`src/rtl/pb_decoder.sv`:
```
module pb_decoder #(
  parameter int ENG_W = 16
) (
  input  logic             clk,
  input  logic             rst_n,
  input  logic             in_valid,
  input  logic [31:0]      in_data,
  output logic             in_ready,
  output logic             pl_valid,
  input  logic             pl_ready,
  output logic [12:0]      pl_method,
  output logic [31:0]      pl_data,
  output logic             en_valid,
  input  logic             en_ready,
  output logic [2:0]       en_subch,
  output logic [12:0]      en_method,
  output logic [31:0]      en_data,
  output logic [ENG_W-1:0] en_engine,
  output logic             err
);
  localparam int NSUB = 8;
  localparam logic [1:0] K_INC = 2'd0, K_FIX = 2'd1, K_ONE = 2'd2;

  logic              in_arg;
  logic [11:0]       left;
  logic [12:0]       mth;
  logic [2:0]        sub;
  logic [1:0]        kind;
  logic [ENG_W-1:0]  bind_q [NSUB];

  wire [2:0]  h_mode   = in_data[31:29];
  wire [11:0] h_cnt    = in_data[27:16];
  wire        h_inline = !in_arg && (h_mode == 3'd4);
  wire        h_bad    = !in_arg && (h_mode[2:1] == 2'b11);
  wire        do_wr    = in_valid && (in_arg || h_inline);

  wire [12:0] w_method = in_arg ? mth : in_data[12:0];
  wire [2:0]  w_sub    = in_arg ? sub : in_data[15:13];
  wire [31:0] w_data   = in_arg ? in_data : {19'd0, in_data[28:16]};
  wire        to_pl    = (w_method < 13'h100);

  assign pl_valid  = do_wr && to_pl;
  assign en_valid  = do_wr && !to_pl;
  assign pl_method = w_method;
  assign pl_data   = w_data;
  assign en_method = w_method;
  assign en_data   = w_data;
  assign en_subch  = w_sub;
  assign en_engine = bind_q[w_sub];
  assign in_ready  = !(in_arg || h_inline) || (to_pl ? pl_ready : en_ready);

  wire acc = in_valid && in_ready;
  assign err = acc && h_bad;

  always_ff @(posedge clk or negedge rst_n) begin
    if (!rst_n) begin
      in_arg <= 1'b0;
      left   <= '0;
      mth    <= '0;
      sub    <= '0;
      kind   <= K_INC;
      for (int i = 0; i < NSUB; i++) bind_q[i] <= '0;
    end else if (acc) begin
      if (!in_arg) begin
        if (!h_inline && !h_bad && h_cnt != 12'd0) begin
          in_arg <= 1'b1;
          left   <= h_cnt;
          mth    <= in_data[12:0];
          sub    <= in_data[15:13];
          kind   <= (h_mode == 3'd5) ? K_ONE : (h_mode[1] ? K_FIX : K_INC);
        end
      end else begin
        left <= left - 12'd1;
        if (left == 12'd1) in_arg <= 1'b0;
        case (kind)
          K_INC:   mth <= mth + 13'd1;
          K_ONE: begin
            mth  <= mth + 13'd1;
            kind <= K_FIX;
          end
          default: ;
        endcase
      end
      if (do_wr && w_method == 13'd0) bind_q[w_sub] <= w_data[ENG_W-1:0];
    end
  end

  assert_stall_R10: assert property (@(posedge clk) disable iff (!rst_n)
    (in_valid && !in_ready) |=> ($stable(left) && $stable(mth) && $stable(in_arg)));

  assert_last_arg_R1: assert property (@(posedge clk) disable iff (!rst_n)
    (acc && in_arg && left == 12'd1) |=> !in_arg);

  assert_incr_R2: assert property (@(posedge clk) disable iff (!rst_n)
    (acc && in_arg && kind == K_INC) |=> (mth == $past(mth) + 13'd1));

  assert_once_R5: assert property (@(posedge clk) disable iff (!rst_n)
    (acc && in_arg && kind == K_ONE) |=> (mth == $past(mth) + 13'd1 && kind == K_FIX));

  assert_bind_R7: assert property (@(posedge clk) disable iff (!rst_n)
    (acc && do_wr && w_method == 13'd0) |=> (bind_q[$past(w_sub)] == $past(w_data[ENG_W-1:0])));

  assert_bad_mode_R8: assert property (@(posedge clk) disable iff (!rst_n)
    err |-> (!pl_valid && !en_valid) ##1 !in_arg);
endmodule

```
`config.mk`:
```
export PLATFORM = sky130hd
export DESIGN_NAME = pb_decoder
export DESIGN_NICKNAME = d
export VERILOG_FILES = /design/src/rtl/pb_decoder.sv
export SDC_FILE = /design/constraint.sdc
export NUM_CORES = 1
export LEC_CHECK = 0
export BUFFER_PORTS_ARGS = -buffer_cell sky130_fd_sc_hd__buf_2
export CAP_MARGIN = 20
export CORE_MARGIN = 2
export CORE_UTILIZATION = 34
export CTS_CLUSTER_DIAMETER = 60
export CTS_CLUSTER_SIZE = 10
export DETAILED_ROUTE_END_ITERATION = 6
export PLACE_DENSITY = 0.63
export SYNTH_ARGS = -nofsm -noshare
export SYNTH_HDL_FRONTEND = slang
export SYNTH_SLANG_ARGS = --single-unit
```
`constraint.sdc`:
```
create_clock -name clk -period 5.8 [get_ports clk]
set_clock_uncertainty 0.2 [all_clocks]
set_input_delay 1.16 -clock clk [delete_from_list [all_inputs] [get_ports clk]]
set_output_delay 1.16 -clock clk [all_outputs]
set_load 0.01 [all_outputs]
```
==> results of run 1 <==
through the flow:
step / instance area (µm²) / std cells
after global routing: 10400 / 1293
final: 10400 / 1293
after detailed placement: 9810 / 1261
after floorplan: 9140 / 858
after CTS: 10400 / 1293
after global placement: 9800 / 1260
cells by family after synthesis:
logic type / Yosys count
buffers and inverters: 109
AND/OR/NAND/NOR: 297
adder cells (fa/ha/maj): 3
XOR/XNOR: 3
multiplexers: 161
AO/OA/AOI/OAI: 126
flip-flops: 159
per-layer routing:
| metal | part of all wire (%) | routed length, µm |
|---|---|---|
| met1 | 46 | 11600 |
| met2 | 47 | 11700 |
| met3 | 4.3 | 1080 |
| met4 | 2.5 | 617 |
| met5 | 0 | 0 |
registers in the layout (all words and copies together) (netlist names):
register and flops:
kind 2, sub 3, mth 13, in_arg 1, bind_q 128, left 12
critical path: stages (launching register included):
cell and delay [ns]:
sky130_fd_sc_hd__dfrtp_4 0.77, sky130_fd_sc_hd__mux2i_4 0.33, sky130_fd_sc_hd__inv_2 0.33, sky130_fd_sc_hd__nor2_1 0.64
sky130_fd_sc_hd__a221oi_1 0.21, sky130_fd_sc_hd__o22ai_1 0.26, sky130_fd_sc_hd__buf_2 0.19
synth_stat cells, types with 4 or more instances:
cell / instances
sky130_fd_sc_hd__a211oi_1: 4
sky130_fd_sc_hd__mux2_2: 25
sky130_fd_sc_hd__nor2_1: 24
sky130_fd_sc_hd__buf_1: 4
sky130_fd_sc_hd__nand3_1: 59
sky130_fd_sc_hd__and3_1: 8
sky130_fd_sc_hd__buf_4: 47
sky130_fd_sc_hd__nand2b_1: 6
sky130_fd_sc_hd__nor4_1: 9
sky130_fd_sc_hd__mux2_1: 51
sky130_fd_sc_hd__a221oi_1: 13
sky130_fd_sc_hd__mux2_4: 80
sky130_fd_sc_hd__and2_1: 19
sky130_fd_sc_hd__o22ai_1: 13
sky130_fd_sc_hd__buf_2: 4
sky130_fd_sc_hd__clkbuf_1: 33
sky130_fd_sc_hd__inv_1: 9
sky130_fd_sc_hd__a21oi_1: 32
sky130_fd_sc_hd__o21ai_0: 11
sky130_fd_sc_hd__buf_6: 9
sky130_fd_sc_hd__o211ai_1: 5
sky130_fd_sc_hd__dfrtp_1: 159
sky130_fd_sc_hd__nand2_1: 132
sky130_fd_sc_hd__o21ai_1: 12
sky130_fd_sc_hd__nor3_1: 12
sky130_fd_sc_hd__nand2_4: 8
sky130_fd_sc_hd__a22oi_1: 6
cells in the final DEF, fill, tap and decap left out, drive strengths merged, types with 10 or more instances in the layout:
cell and instances:
mux2 156, clkbuf 18, buf 159, nor3 12, a21oi 32, o21ai 23, inv 21, nor2 27
nand3 59, nand2 140, nor4 10, and2 19, a221oi 13, o22ai 13, dfrtp 159
final cells by class:
class / count / area (µm²) / share of cell area (%)
Tap cell: 341 / 427 / 4.11
Clock buffer: 18 / 439 / 4.23
Clock inverter: 14 / 144 / 1.38
Multi-Input combinational cell: 590 / 4520 / 43.5
Sequential cell: 159 / 3980 / 38.3
Inverter: 12 / 45.0 / 0.433
Timing Repair Buffer: 159 / 831 / 8.00
power breakdown:
part	leakage, nW	switching, mW	internal (mW)	total [mW]
Clock	0.287	0.498	0.618	1.12
Combinational	2.87	0.543	0.436	0.979
Sequential	2.15	0.122	1.25	1.37
Total	5.31	1.16	2.30	3.47
final timing paths:
| path | from | to | slack (ns) |
|---|---|---|---|
| max | in_arg$_DFFE_PN0P_ | en_engine[11] | 1.26 |
| min | kind[1]$_DFFE_PN0P_ | kind[1]$_DFFE_PN0P_ | 0.27 |
| max reg2reg | in_arg$_DFFE_PN0P_ | bind_q[127]$_DFFE_PN0P_ | 1.97 |
| min reg2reg | kind[1]$_DFFE_PN0P_ | kind[1]$_DFFE_PN0P_ | 0.27 |
| max in group asynchronous | rst_n | bind_q[62]$_DFFE_PN0P_ | 3.69 |
| min in group asynchronous | rst_n | mth[9]$_DFFE_PN0P_ | 0.54 |
==> results.env, run 1 <==
CRIT_PATH_END_KIND='output port'
MAX_CAP_VIOLATIONS=0
CRIT_REQUIRED_NS=4.44
CTS_TREE='done'
POSTCTSSETUPBUFFERS=0
NUMPORTBUFFERS=149
FP.COREAREA_MM2=0.0267
CLOCK_SINK_COUNT=159
WORST_CASE_SETUP_MARGIN_IN_THE_FINAL_LAYOUT_NS=1.26
FP.DIEAREA_MM2=0.0282
SYNTH_TOP_FLOP_CELL='sky130_fd_sc_hd__dfrtp_1'
SYNTH-SEQ-AREA-SHARE_PCT=43.5
REG2REGPATHDEPTH=7
SYNTH_TOP_AREA_SHARE_PCT=43.5
SYNTH_ENABLE_FLOP_CELLS=0
SYNTH_AREA_IN_SIMPLE_GATES_PCT=16.0
POST_SYNTH_INST_COUNT=858
LAYOUT.CORE_UTILIZATION_PCT=39.0
SYNTH_NETS=898
RSZ_0062_RAISED_AFTER_GLOBAL_ROUTING='false'
GRT-OVFL-TOTAL=0
SYNTH.LIB_CELLS_USED.DISTINCT=63
DETAIL_ROUTE.DRC_VIOLATIONS=0
POWERDENSITY_mW_PER_MM2=334
VIAS=6940
CTS-RESIZED-GATES=0
POWER_LEAKAGE_nW=5.31
HOLD-PATH-CELL-COUNT=2
TOT_GR_TRACK_USE_PCT=17.7
CTS_CLK_PIN_SLEW_WORST_PATHS_NS=0.07
POST_SYNTH_FA_HA_MAJ_AREA_FRACTION_PCT=0.411
GRT_PASS1_VIAS=6597
WORST_MIN_PATH_CLASS='flop to flop'
FINALHOLDVIOLATIONS=0
CLOCKBUFFERDEPTH=2
TIMING.MAX_SLEW.REL_SLACK_PCT=46.6
DETAIL_ROUTE.ITER0.VIOLATIONS=505
FINAL.MIN_CLOCK_PERIOD_NS=4.54
CLOCK_TREE_ROOT_DRIVER_CELL='sky130_fd_sc_hd__clkbuf_16'
PLACEMENT.SETUP.WORST_SLACK_NS=1.42
OUTCOME='finished clean'
NUMBER_OF_ANTENNA_VIOLATIONS_AT_THE_FIRST_CHECK_IN_GLOBAL_ROUTING=0
FMAXACHIEVABLE_MHz=220
FINAL_WORST_HOLD_SLACK_NS=0.272
GRT_UTIL_MET2_PCT=28.1
CP-START-KIND='flop'
MAIN_COMBINATIONAL_CELL_FAMILY_BY_AREA_AFTER_SYNTHESIS='multiplexers'
SYNTHDOMINANTAREACELLTYPE='sky130_fd_sc_hd__dfrtp_1'
POST_DRT_VIA_CELL_RATIO=5.37
SYNTH_SEQ_CELLS=159
MUXSHAREOFSYNTHAREA_PCT=23.2
TRITONCTS.NUM_BUFFERS=17
GRT_PASS1_WL_UM=38900
TOTALNEGATIVESETUPSLACK_NS=0
YS.WARNINGS.COUNT=0
SYNTH_XOR_XNOR_AREA_SHARE_PCT=0.288
POST-ROUTE-PERIOD-UTIL_PCT=78.3
TOTAL_POWER_mW=3.47
ANT_NETS=0
SYNTH.AVG_CELL_AREA_UM2=10.7
INITIAL_CORE_UTIL_PCT=34.3
FINAL_NETS=979
SYN_TO_FINAL_GROWTH_PCT=13.7
AVGROUTEDWIREPERCELL_UM=19.3
DRIVE_ABOVE_1_SHARE_PCT=33.3
GRT.MET1_USAGE_PCT=24.8
CRITICAL_PATH.MAX_FANOUT=42
FINALWIRELENGTH_UM=25000
SYNTH_COMPOUND_GATE_AREA_SHARE_PCT=9.28
FINALSETUPVIOLCOUNT=0
GLOBAL_ROUTE.USAGE.MET3_PCT=2.16
WORST_IR_DROP_VDD_V=0.000240
TOP_USAGE_LAYER='met2'
DP_HPWL_UM=16600
WORST_PATH_CLASS_SETUP='flop to output port'
GRT_MAX_DEGREE=78
WORST_SKEW_PAIR.LATE_LATENCY_NS=0.43
CLOCK_TREE.HTREE_LEVEL_COUNT=4
CRITPATHARRIVALTIME_NS=3.18
FP-ROW-COUNT=60
GP_CONGESTION=0.809
DRT_PRE_ANTENNA_ITERS=5
FILL_CELLS=2530
FINAL-MAX-SLEW-VIOLATION-COUNT=0
SYNTH_ASYNC_SR_FLOP_SHARE_PCT=100
HOLD_BUFFERS=0
FLOORPLAN.IO_PINS=150
YOSYS-TOP-CELLS-AREA='sky130_fd_sc_hd__dfrtp_1 (44%), sky130_fd_sc_hd__mux2_4 (13%), sky130_fd_sc_hd__mux2_1 (6.3%)'
ANTENNA-DIODE-COUNT=0
SYN_AREA_MM2=0.00914
DIE_WIDTH_UM=168
WORST-SLEW-PIN-TRANSITION_NS=0.800
DIE_HEIGHT_UM=168
(Power assumes the default switching activity.)
==> inputs of run 2 (changes only) <==
--- a/config.mk
+++ b/config.mk
@@ -5,6 +5,7 @@
 export SDC_FILE = /design/constraint.sdc
 export NUM_CORES = 1
 export LEC_CHECK = 0
+export ABC_AREA = 1
 export BUFFER_PORTS_ARGS = -buffer_cell sky130_fd_sc_hd__buf_2
 export CAP_MARGIN = 20
 export CORE_MARGIN = 2
@@ -12,7 +13,7 @@
 export CTS_CLUSTER_DIAMETER = 60
 export CTS_CLUSTER_SIZE = 10
 export DETAILED_ROUTE_END_ITERATION = 6
-export PLACE_DENSITY = 0.63
+export PLACE_DENSITY = 0.65
 export SYNTH_ARGS = -nofsm -noshare
 export SYNTH_HDL_FRONTEND = slang
 export SYNTH_SLANG_ARGS = --single-unit
==> constraint.sdc (replaced) <==
create_clock -name clk -period 4.1 [get_ports clk]
set_clock_uncertainty 0.2 [all_clocks]
set_input_delay 0.82 -clock clk [delete_from_list [all_inputs] [get_ports clk]]
set_output_delay 0.82 -clock clk [all_outputs]
set_load 0.01 [all_outputs]
==> run 2 against run 1 <==
  * Via count rose by 19%
  * Worst setup slack got worse by 0.90 ns
  * Cell area fell by 2.6%
  * Sequential cell count is the same
  * Count of clock-buffer cells in the layout unchanged
  * Worst hold slack worse by 0.16 ns
  * Non-clock buffer count increased by 23
  * Utilization up 1.2 points
==> results.env, run 2 <==
OUTCOME='finished clean'
DETAIL_ROUTE.ITER0.VIOLATIONS=869  # +72%
SYNTH_ASYNC_SR_FLOP_SHARE_PCT=100  # unchanged
SYNTH-SEQ-AREA-SHARE_PCT=45.6  # +2.1 points
FP.DIEAREA_MM2=0.0270  # -4.4%
SYNTH.AVG_CELL_AREA_UM2=7.30  # -31%
SYNTH_TOP_FLOP_CELL='sky130_fd_sc_hd__dfrtp_1'
LARGEST_REGISTER_FFS=128  # unchanged
RSZ_0062_RAISED_AFTER_GLOBAL_ROUTING='false'
TIMING.MAX_SLEW.REL_SLACK_PCT=57.0  # +10 points
FINAL_CELLS=1650  # +28%
POST_SYNTH_INST_COUNT=1195  # +39%
WORST_MIN_PATH_CLASS='input pin to async pin'
SYNTH.LIB_CELLS_USED.DISTINCT=36  # -43%
FLOORPLAN.IO_PINS=150  # unchanged
TOTAL_POWER_mW=6.02  # +73%
SYNTH_NETS=1235  # +38%
SYN_AREA_MM2=0.00872  # -4.5%
GRT_PASS1_VIAS=7723  # +17%
YS.WARNINGS.COUNT=0  # unchanged
CTS_TREE='done'
POST_DRT_VIA_CELL_RATIO=5.02  # -6.4%
NUMBER_OF_ANTENNA_VIOLATIONS_AT_THE_FIRST_CHECK_IN_GLOBAL_ROUTING=3  # +3
TOTALNEGATIVESETUPSLACK_NS=0  # unchanged
TOT_GR_TRACK_USE_PCT=21.6  # +3.9 points
SYNTHDOMINANTAREACELLTYPE='sky130_fd_sc_hd__dfrtp_1'
BIGGESTREGSBYFLOPS='bind_q (128), mth (13), left (12)'
CLOCK_TREE.HTREE_LEVEL_COUNT=4  # unchanged
WORST_IR_DROP_VDD_V=0.000397  # +65%
INITIAL_CORE_UTIL_PCT=34.6  # +0.36 points
YOSYSMOSTFREQUENTCELL='sky130_fd_sc_hd__nand2_1'
FINAL.MIN_CLOCK_PERIOD_NS=3.75
SYNTH_SEQ_CELLS=159  # unchanged
FP.COREAREA_MM2=0.0252  # -5.5%
LAYOUT_COMMON_CELLS='sky130_fd_sc_hd__nand2_1 (618), sky130_fd_sc_hd__dfrtp_1 (158), sky130_fd_sc_hd__buf_2 (148), sky130_fd_sc_hd__inv_1 (74), sky130_fd_sc_hd__nand3_1 (53)'
SYNTH_TOP_AREA_SHARE_PCT=45.6  # +2.1 points
POWER_LEAKAGE_nW=5.78  # +8.8%
CLOCKBUFFERDEPTH=2  # unchanged
TRITONCTS.NUM_BUFFERS=17  # unchanged
POWERDENSITY_mW_PER_MM2=594  # +78%
WORST_PATH_CLASS_SETUP='flop to output port'
WORST_SKEW_PAIR.LATE_LATENCY_NS=0.43  # about the same
AVGROUTEDWIREPERCELL_UM=17.3  # -10%
CLOCK_SINK_COUNT=159  # unchanged
CRIT_PATH_END_KIND='output port'
FINALHOLDVIOLATIONS=0  # unchanged
FMAXACHIEVABLE_MHz=267
DIE_HEIGHT_UM=164  # -2.2%
GRT-OVFL-TOTAL=0  # unchanged
CRITICAL_PATH.MAX_FANOUT=67  # +60%
DRT_PRE_ANTENNA_ITERS=5  # unchanged
YOSYS-TOP-CELLS-AREA='sky130_fd_sc_hd__dfrtp_1 (46%), sky130_fd_sc_hd__nand2_1 (27%), sky130_fd_sc_hd__buf_4 (4.0%)'
CLOCK_TREE_ROOT_DRIVER_CELL='sky130_fd_sc_hd__clkbuf_16'
CP-START-KIND='flop'
SYNTH_ENABLE_FLOP_CELLS=0  # unchanged
HOLD_BUFFERS=0  # unchanged
PLACED_CELLS_INCL_TAPS=1617  # +28%
FINALWIRELENGTH_UM=28600  # +15%
NUMPORTBUFFERS=149  # unchanged
MAX_CAP_VIOLATIONS=0  # unchanged
LAYOUT_COMMONEST_CELL='sky130_fd_sc_hd__nand2_1'
CTS-RESIZED-GATES=0  # unchanged
DRIVE_ABOVE_1_SHARE_PCT=17.8  # -15 points
FINALSETUPVIOLCOUNT=0  # unchanged
ANT_NETS=0  # unchanged
WORST-SLEW-PIN-TRANSITION_NS=0.645  # -0.155 ns
SYN_TO_FINAL_GROWTH_PCT=16.0
CRITPATHARRIVALTIME_NS=2.73  # -0.45 ns
GP_CONGESTION=0.903  # +12%
VIAS=8287  # +19%
CTS_CLK_PIN_SLEW_WORST_PATHS_NS=0.07  # about the same
DIE_WIDTH_UM=164  # -2.2%
POSTCTSSETUPBUFFERS=0  # unchanged
POST-ROUTE-PERIOD-UTIL_PCT=91.4
GRT_PASS1_WL_UM=44100  # +13%
FINAL-MAX-SLEW-VIOLATION-COUNT=0  # unchanged
FINAL_NETS=1346  # +37%
REGMOSTFLOPS='bind_q'
FP-ROW-COUNT=58  # -3.3%
DETAIL_ROUTE.DRC_VIOLATIONS=0  # unchanged
FILL_CELLS=2618  # +3.5%
YS_TOP_CELLS_BY_COUNT='sky130_fd_sc_hd__nand2_1 (618), sky130_fd_sc_hd__dfrtp_1 (159), sky130_fd_sc_hd__inv_1 (74)'
FINAL_WORST_HOLD_SLACK_NS=0.114  # -0.158 ns
DP_HPWL_UM=19100  # +15%
CRIT_REQUIRED_NS=3.08  # -1.36 ns
GRT_MAX_DEGREE=71  # -9.0%
-- run 2: cell count changes in the layout (fill, tap and decap cells not counted), moves of 29 or more --
cell / change
sky130_fd_sc_hd__a21oi_1: -29
sky130_fd_sc_hd__nand2_1: +486
sky130_fd_sc_hd__mux2_1: -51
sky130_fd_sc_hd__mux2_4: -80
sky130_fd_sc_hd__inv_1: +65
sky130_fd_sc_hd__a22oi_1: +38
-- run 2: worst max-delay path: stages, from the launching register on --
cell and delay, ns:
sky130_fd_sc_hd__dfrtp_2 0.46, sky130_fd_sc_hd__buf_4 0.56, sky130_fd_sc_hd__nand2_1 0.10, sky130_fd_sc_hd__nand2_1 0.24, sky130_fd_sc_hd__nor2_1 0.10, sky130_fd_sc_hd__nand3_1 0.07, sky130_fd_sc_hd__nand2_1 0.05, sky130_fd_sc_hd__nand3_1 0.06
sky130_fd_sc_hd__buf_4 0.20, sky130_fd_sc_hd__nand2_1 0.17, sky130_fd_sc_hd__nor2_1 0.12, sky130_fd_sc_hd__buf_2 0.14
-- run 2: kinds of logic (layout without fill, tap and decap cells) --
logic type / count (synthesis) / count (layout) / share of synthesized area (%)
buffers and inverters: 174 / 297 / 10.4
AND/OR/NAND/NOR: 760 / 760 / 35.9
AO/OA/AOI/OAI: 89 / 89 / 6.68
flip-flops: 159 / 159 / 45.6
other: 0 / 2 / 0
multiplexers: 1 / 1 / 0.115
adder cells (fa/ha/maj): 3 / 3 / 0.430
XOR/XNOR: 9 / 9 / 0.903
-- run 2: power breakdown --
| part | leakage (nW) | total (mW) | internal [mW] | switching (mW) |
|---|---|---|---|---|
| Sequential | 2.18 | 1.87 | 1.72 | 0.152 |
| Clock | 0.267 | 1.50 | 0.801 | 0.696 |
| Combinational | 3.33 | 2.65 | 0.791 | 1.86 |
| Total | 5.78 | 6.02 | 3.31 | 2.71 |
-- run 2: routing by layer --
layer	track usage [%]	share of wire (%)
met1	30.4	46
met2	33.8	45
met3	4.32	7.0
met4	6.22	2.1
met5	0	0.056
-- run 2: cell type report --
class                      count  area, µm²  share of cell area, %
antenna                        2       5.00                 0.0494
sequential                   159       3980                   39.3
inverter                      84        315                   3.11
timing repair buffer         182       1020                   10.1
clock buffer                  18        439                   4.34
tap                          330        413                   4.08
clock inverter                13        105                   1.04
multi-input combinational    862       3840                   38.0
-- run 2: metrics by stage --
stage,utilization [%],cell area (µm²),setup WS [ns]
floorplan,-,8720,0.889
global placement,38.0,9580,0.621
detailed placement,38.0,9580,0.594
CTS,40.2,10100,0.370
global route,40.2,10100,0.196
finish,40.2,10100,0.353
-- run 2: final timing paths --
| kind | startpoint | end | slack, ns | cells after the start |
|---|---|---|---|---|
| min in group clk | sub[1]$_DFFE_PN0P_ | sub[1]$_DFFE_PN0P_ | 0.27 | 2 |
| hold / removal | rst_n | left[6]$_DFFE_PN0P_ | 0.11 | 1 |
| setup reg to reg | in_arg$_DFFE_PN0P_ | bind_q[25]$_DFFE_PN0P_ | 0.87 | 11 |
| hold reg to reg | sub[1]$_DFFE_PN0P_ | sub[1]$_DFFE_PN0P_ | 0.27 | 2 |
| setup / recovery | in_arg$_DFFE_PN0P_ | err | 0.35 | 11 |
| max in group asynchronous | rst_n | bind_q[65]$_DFFE_PN0P_ | 2.60 | 2 |
